**src/rtl/dmacnt_pkg.sv**
```systemverilog
package dmacnt_pkg;
    localparam int CTL_EN_BIT  = 0;
    localparam int CTL_END_BIT = 1;
    localparam int CTL_IE_BIT  = 2;
    localparam int CTL_USED    = 3;

    typedef enum logic [1:0] {
        ST_COUNT    = 2'd0,
        ST_END      = 2'd1,
        ST_END_SEEN = 2'd2
    } end_state_t;
endpackage

```
**src/rtl/dmacnt_regif.sv**
```systemverilog
module dmacnt_regif
    import dmacnt_pkg::*;
#(
    parameter int DATA_W = 32,
    parameter int CNT_W  = 24
) (
    input  logic              clk,
    input  logic              rst_n,
    input  logic              reg_sel,
    input  logic              reg_wr,
    input  logic              reg_rd,
    input  logic [DATA_W-1:0] reg_wdata,
    input  logic [CNT_W-1:0]  cnt,
    input  logic              end_flag,
    output logic              wr_cnt,
    output logic              wr_ctl,
    output logic              rd_ctl,
    output logic              ctl_en,
    output logic              ctl_ie,
    output logic [DATA_W-1:0] reg_rdata
);
    localparam int PAD_W = DATA_W - CNT_W;
    localparam int CPAD  = DATA_W - CTL_USED;

    assign wr_cnt = reg_wr & ~reg_sel;
    assign wr_ctl = reg_wr &  reg_sel;
    assign rd_ctl = reg_rd &  reg_sel;

    always_ff @(posedge clk or negedge rst_n) begin
        if (!rst_n) begin
            ctl_en <= 1'b0;
            ctl_ie <= 1'b0;
        end else if (wr_ctl) begin
            ctl_en <= reg_wdata[CTL_EN_BIT];
            ctl_ie <= reg_wdata[CTL_IE_BIT];
        end
    end

    always_comb begin
        if (reg_sel) begin
            reg_rdata = {{CPAD{1'b0}}, ctl_ie, end_flag, ctl_en};
        end else begin
            reg_rdata = {{PAD_W{1'b0}}, cnt};
        end
    end

    // control bits follow the last control write
    p_ctl_write_r6: assert property (@(posedge clk) disable iff (!rst_n)
        wr_ctl |=> (ctl_en == $past(reg_wdata[CTL_EN_BIT]) &&
                    ctl_ie == $past(reg_wdata[CTL_IE_BIT])));
endmodule

```
**src/rtl/dmacnt_counter.sv**
```systemverilog
module dmacnt_counter #(
    parameter int DATA_W = 32,
    parameter int CNT_W  = 24
) (
    input  logic              clk,
    input  logic              rst_n,
    input  logic              load,
    input  logic [DATA_W-1:0] load_val,
    input  logic              step,
    output logic [CNT_W-1:0]  cnt,
    output logic              at_one
);
    localparam logic [CNT_W-1:0] ONE = CNT_W'(1);

    always_ff @(posedge clk or negedge rst_n) begin
        if (!rst_n) begin
            cnt <= '0;
        end else if (load) begin
            cnt <= load_val[CNT_W-1:0];
        end else if (step) begin
            cnt <= cnt - ONE;
        end
    end

    assign at_one = (cnt == ONE);

    // an accepted step lowers the count by one (0 wraps to all ones, R4)
    p_step_dec_r2: assert property (@(posedge clk) disable iff (!rst_n)
        (step && !load) |=> (cnt + ONE == $past(cnt)));

    // a load keeps only the low count bits
    p_load_low_r1: assert property (@(posedge clk) disable iff (!rst_n)
        load |=> (cnt == $past(load_val[CNT_W-1:0])));
endmodule

```
**src/rtl/dmacnt_endfsm.sv**
```systemverilog
module dmacnt_endfsm
    import dmacnt_pkg::*;
(
    input  logic clk,
    input  logic rst_n,
    input  logic unit_done,
    input  logic ctl_en,
    input  logic ctl_ie,
    input  logic at_one,
    input  logic rd_ctl,
    input  logic wr_ctl,
    input  logic wr_end_bit,
    output logic step,
    output logic end_flag,
    output logic irq
);
    end_state_t state, state_nx;

    assign step = unit_done & ctl_en & (state == ST_COUNT);

    always_comb begin
        state_nx = state;
        unique case (state)
            ST_COUNT:    if (step && at_one)            state_nx = ST_END;
            ST_END:      if (rd_ctl)                    state_nx = ST_END_SEEN;
            ST_END_SEEN: if (wr_ctl && !wr_end_bit)     state_nx = ST_COUNT;
            default:                                    state_nx = ST_COUNT;
        endcase
    end

    always_ff @(posedge clk or negedge rst_n) begin
        if (!rst_n) state <= ST_COUNT;
        else        state <= state_nx;
    end

    always_comb begin
        end_flag = (state == ST_END) || (state == ST_END_SEEN);
        irq      = end_flag & ctl_ie;
    end

    // a flag never observed by a read cannot be cleared
    p_no_blind_clear_r7: assert property (@(posedge clk) disable iff (!rst_n)
        (state == ST_END) |=> end_flag);

    // writing 1 to the flag bit keeps it set
    p_one_write_keeps_r7: assert property (@(posedge clk) disable iff (!rst_n)
        (end_flag && wr_ctl && wr_end_bit) |=> end_flag);

    // the last accepted unit raises the flag
    p_last_sets_r3: assert property (@(posedge clk) disable iff (!rst_n)
        (step && at_one) |=> end_flag);
endmodule

```
**src/rtl/dmacnt_unit.sv**
```systemverilog
module dmacnt_unit
    import dmacnt_pkg::*;
#(
    parameter int DATA_W = 32,
    parameter int CNT_W  = 24
) (
    input  logic              clk,
    input  logic              rst_n,
    input  logic              reg_sel,
    input  logic              reg_wr,
    input  logic              reg_rd,
    input  logic [DATA_W-1:0] reg_wdata,
    output logic [DATA_W-1:0] reg_rdata,
    input  logic              unit_done,
    output logic              irq
);
    logic [CNT_W-1:0] cnt;
    logic wr_cnt, wr_ctl, rd_ctl, ctl_en, ctl_ie;
    logic step, at_one, end_flag;

    dmacnt_regif #(.DATA_W(DATA_W), .CNT_W(CNT_W)) u_regif (
        .clk(clk), .rst_n(rst_n), .reg_sel(reg_sel), .reg_wr(reg_wr),
        .reg_rd(reg_rd), .reg_wdata(reg_wdata), .cnt(cnt), .end_flag(end_flag),
        .wr_cnt(wr_cnt), .wr_ctl(wr_ctl), .rd_ctl(rd_ctl),
        .ctl_en(ctl_en), .ctl_ie(ctl_ie), .reg_rdata(reg_rdata)
    );

    dmacnt_counter #(.DATA_W(DATA_W), .CNT_W(CNT_W)) u_counter (
        .clk(clk), .rst_n(rst_n), .load(wr_cnt), .load_val(reg_wdata),
        .step(step), .cnt(cnt), .at_one(at_one)
    );

    dmacnt_endfsm u_fsm (
        .clk(clk), .rst_n(rst_n), .unit_done(unit_done), .ctl_en(ctl_en),
        .ctl_ie(ctl_ie), .at_one(at_one), .rd_ctl(rd_ctl), .wr_ctl(wr_ctl),
        .wr_end_bit(reg_wdata[CTL_END_BIT]), .step(step),
        .end_flag(end_flag), .irq(irq)
    );

    // once ended, the count holds unless software reloads it
    p_hold_after_end_r5: assert property (@(posedge clk) disable iff (!rst_n)
        (end_flag && !wr_cnt) |=> $stable(cnt));

    // interrupt implies the enable is set
    p_irq_needs_ie_r8: assert property (@(posedge clk) disable iff (!rst_n)
        irq |-> ctl_ie);

    // upper bits of the count register read as zero
    p_upper_zero_r1: assert property (@(posedge clk) disable iff (!rst_n)
        !reg_sel |-> (reg_rdata[DATA_W-1:CNT_W] == '0));
endmodule

```
**config.mk**
```make
export PLATFORM = sky130hd
export DESIGN_NAME = dmacnt_unit
export DESIGN_NICKNAME = d
export VERILOG_FILES = /design/src/rtl/dmacnt_pkg.sv /design/src/rtl/dmacnt_regif.sv /design/src/rtl/dmacnt_counter.sv /design/src/rtl/dmacnt_endfsm.sv /design/src/rtl/dmacnt_unit.sv
export SDC_FILE = /design/constraint.sdc
export NUM_CORES = 1
export LEC_CHECK = 0
export BUFFER_PORTS_ARGS = -buffer_cell sky130_fd_sc_hd__buf_4
export CORE_ASPECT_RATIO = 1.5
export CORE_UTILIZATION = 45
export CTS_CLUSTER_SIZE = 24
export DETAILED_ROUTE_END_ITERATION = 7
export MAX_ROUTING_LAYER = met4
export PLACE_DENSITY = 0.77
export SLEW_MARGIN = 20
export SYNTH_ARGS = -nofsm -noshare
export SYNTH_HDL_FRONTEND = slang
export SYNTH_SLANG_ARGS = --single-unit
```
**constraint.sdc**
```tcl
create_clock -name clk -period 1.8 [get_ports clk]
set_input_delay 0.18 -clock clk [delete_from_list [all_inputs] [get_ports clk]]
set_output_delay 0.18 -clock clk [all_outputs]
set_load 0.05 [all_outputs]
```
==> impl_metrics.py <==
metrics = {
    "synth": {
        "netlist_instances": 225,
        "yosysSeqAreaShare": 0.3613,
        "ys_async_sr_fraction": 1.000,
        "ys_warn_count": 0,
        "synth_edf_count": 0,
        "synth-seq-cells": 28,
        "avgSynthCellArea_um2": 8.619,
        "synth_area_mm2": 0.001939,
        "yosysUniqueCellTypes": 45,
        "synth-main-ff-cell": "dfrtp_1",
    },
    "setup_path": {
        "max_stage_delay_ns": 0.46,
        "crit_required_ns": 2.01,
        "reg2reg_slack_ns": -0.13,
        "crit_buf_inv": 2,
        "r2r-start": "u_counter.cnt[1]$_DFFE_PN0P_",
        "crit_fanout": 6,
        "worst-path-stages": 7,
        "r2r-end": "u_counter.cnt[18]$_DFFE_PN0P_",
        "cp-end-kind": "flip-flop",
        "crit_chain": "inv_2 > ha_4 > nor3b_4 > nand4b_1 > buf_6 > or4_1 > a31oi_1",
        "arrival_ns": 2.15,
        "cp_slowest_cell": "or4_1",
        "crit_start": "u_counter.cnt[1]$_DFFE_PN0P_",
        "worstSetupEndpoint": "u_counter.cnt[18]$_DFFE_PN0P_",
        "crit_family": "simple AND/OR/NAND/NOR gates",
        "startpoint_type": "flip-flop",
        "rr_worst_depth": 7,
        "worstSetupPathType": "reg2reg",
    },
    "pwr": {
        "total_power_mw": 2.418,
        "leakage_nw": 1.234,
        "ir_worst_vdd_uv": 606.6,
        "power_density_mw_per_mm2": 816.9,
    },
    "sta": {
        "fmax_ghz": 0.5171,
        "fin_crit_sh": 1.074,
        "finalSetupViolations": 15,
        "finalClockSkew_ns": 0.003773,
        "fin_hold_ws_ns": 0.1337,
        "finalMaxSlewViolations": 0,
        "layout_min_cycle_time_ns": 1.934,
        "setup_ws_ns": -0.1340,
        "fin_setup_tns_ns": -1.200,
        "rsz0062_at_grt": "true",
        "hold_violations": 0,
    },
    "final_layout": {
        "final_util": 0.7348,
        "multi_input_area_mm2": 0.001269,
        "final-seq-area_um2": 704.4,
        "drive_above_1_share": 0.4414,
        "post_layout_nonfiller_instances": 369,
        "diodes": 0,
        "nNetsFinal": 368,
        "syn_to_final_growth_pct": 52.65,
        "fillCellCount": 303,
        "layout_commonest_cell": "buf_4",
        "layout_common_cells": "buf_4, nor2_1, dfrtp_1",
    },
    "detailed_routing": {
        "routedWlPerCell_um": 15.80,
        "via_per_inst": 5.699,
        "drt_iter0_drc": 74,
        "antenna_left": 0,
        "dr_total_vias": 2103,
        "drt_pass1_iterations": 4,
        "drc": 0,
        "wl_mm": 5.832,
    },
    "clock_tree": {
        "clock_path_buffers": 2,
        "insertion_delay_ns": 0.28,
        "cts.sinks": 28,
        "cts_buffers": 3,
        "ctsRootBufferMaster": "clkbuf_8",
        "clk_pin_slew_ns": 0.11,
        "cts_tree": "yes",
        "h-tree-depth": 1,
    },
    "placed_design": {
        "dp_hpwl_mm": 3.646,
        "io_buffers": 54,
        "globalplace.congestion": 0.8395,
        "dp.cells": 351,
    },
    "floorplan": {
        "floorplan.initialDensity": 0.4814,
        "die_area_mm2": 0.004581,
        "ioPinCount": 71,
        "die_w_um": 55.60,
        "rows": 28,
        "die_h_um": 82.40,
        "fp.coreArea_mm2": 0.004029,
    },
    "global_route": {
        "grt_use_met2": 0.4795,
        "busiest_layer": "met2",
        "grt_max_degree": 32,
        "antenna_found_initial": 0,
        "grt_pass1_vias": 2052,
        "use_met1": 0.3035,
        "grtUsageTotal": 0.2675,
        "grt_overflow_total": 0,
        "grt_pass1_wl_mm": 9.356,
        "met3_usage": 0.01713,
    },
    "hold_path": {
        "holdCritPathClass": "in2reg",
    },
    "outcome": {
        "violations": "setup timing",
        "status": "finished with violations",
    },
    "flow_run": {
        "maxCapViolations": 0,
    },
}
## worst min path at each step
| stage | startpoint | to | slack (ns) | cells after the start |
|---|---|---|---|---|
| 6_report | reg_wdata[2] | u_regif.ctl_ie$_DFFE_PN0P_ | 0.13 | 2 |
| 5_1_grt | reg_wdata[0] | u_regif.ctl_en$_DFFE_PN0P_ | 0.13 | 2 |
| 4_1_cts | reg_wdata[1] | u_counter.cnt[1]$_DFFE_PN0P_ | 0.13 | 2 |
| 3_5_place_dp | rst_n | u_counter.cnt[13]$_DFFE_PN0P_ | 0.13 | 1 |
| 3_3_place_gp | rst_n | u_counter.cnt[17]$_DFFE_PN0P_ | 0.13 | 1 |
| 2_1_floorplan | rst_n | u_counter.cnt[0]$_DFFE_PN0P_ | -0.12 | 0 |
## synthesized netlist by cell type (3+ instances only)
master / number / area (um2)
nor3_1: 4 / 20.02
nor2b_1: 21 / 131.4
clkbuf_1: 7 / 26.28
a31oi_1: 17 / 106.4
nand3_1: 5 / 25.02
nand2_1: 9 / 33.78
nand4_1: 3 / 18.77
inv_1: 5 / 18.77
dfrtp_1: 28 / 700.7
xor2_1: 5 / 43.79
or4_1: 10 / 75.07
buf_4: 9 / 67.56
nand4b_1: 3 / 26.28
mux2_2: 3 / 33.78
o31ai_1: 9 / 67.56
o21ai_0: 8 / 40.04
ha_1: 5 / 62.56
nor2_1: 28 / 105.1
or3_1: 8 / 50.05
a21oi_1: 8 / 40.04
## worst register-to-register path, cell delays in order, from the launching register on
cell and delay, ns:
dfrtp_1 0.42, inv_2 0.11, ha_4 0.15, nor3b_4 0.21
nand4b_1 0.17, buf_6 0.18, or4_1 0.46, a31oi_1 0.16
## cell families after synthesis
logic type / Yosys count / share of synthesized area
AO/OA/AOI/OAI: 51 / 0.1703
other: 1 / 0.001934
multiplexers: 3 / 0.01742
XOR/XNOR: 6 / 0.02710
adder cells (fa/ha/maj): 5 / 0.03226
flip-flops: 28 / 0.3613
AND/OR/NAND/NOR: 107 / 0.3252
buffers and inverters: 24 / 0.06452
## stage by stage
stage | setup WS (ns) | instance area (um2)
after floorplan | -0.002222 | 1978
after global placement | -0.08580 | 2626
after detailed placement | -0.1195 | 2626
after CTS | -0.04400 | 2839
after global routing | -0.1990 | 2960
final | -0.1340 | 2960
## final cells by class
| type | instances | share of cell area |
|---|---|---|
| Timing Repair Buffer | 107 | 0.2840 |
| Tap cell | 45 | 0.01902 |
| Multi-Input combinational cell | 180 | 0.4286 |
| Sequential cell | 28 | 0.2380 |
| Inverter | 5 | 0.006340 |
| Clock buffer | 3 | 0.01395 |
| Clock inverter | 1 | 0.01014 |
## per-layer routing
metal	routed length, um	share of wire
met1	2363	0.41
met2	3166	0.54
met3	189	0.032
met4	112	0.019
met5	0	0
## where the power goes
group          internal (mW)  switching [mW]  leakage (nW)
sequential             0.720           0.114         0.314
combinational          0.467           0.598         0.884
clock                  0.298           0.220        0.0357
## registers in the layout, summed over array words and instances, names as in the netlist
register and flops:
u_counter.cnt 24, u_regif.ctl_ie 1, u_fsm.state 2, u_regif.ctl_en 1
## what timing repair did
action	CTS	global route
buffers inserted	8	5
hold buffers	1	0
resized for setup	17	15
pin swaps	14	16
setup endpoints to repair	16	18
endpoints found under the hold margin	28	0
(Power assumes the default switching activity.)
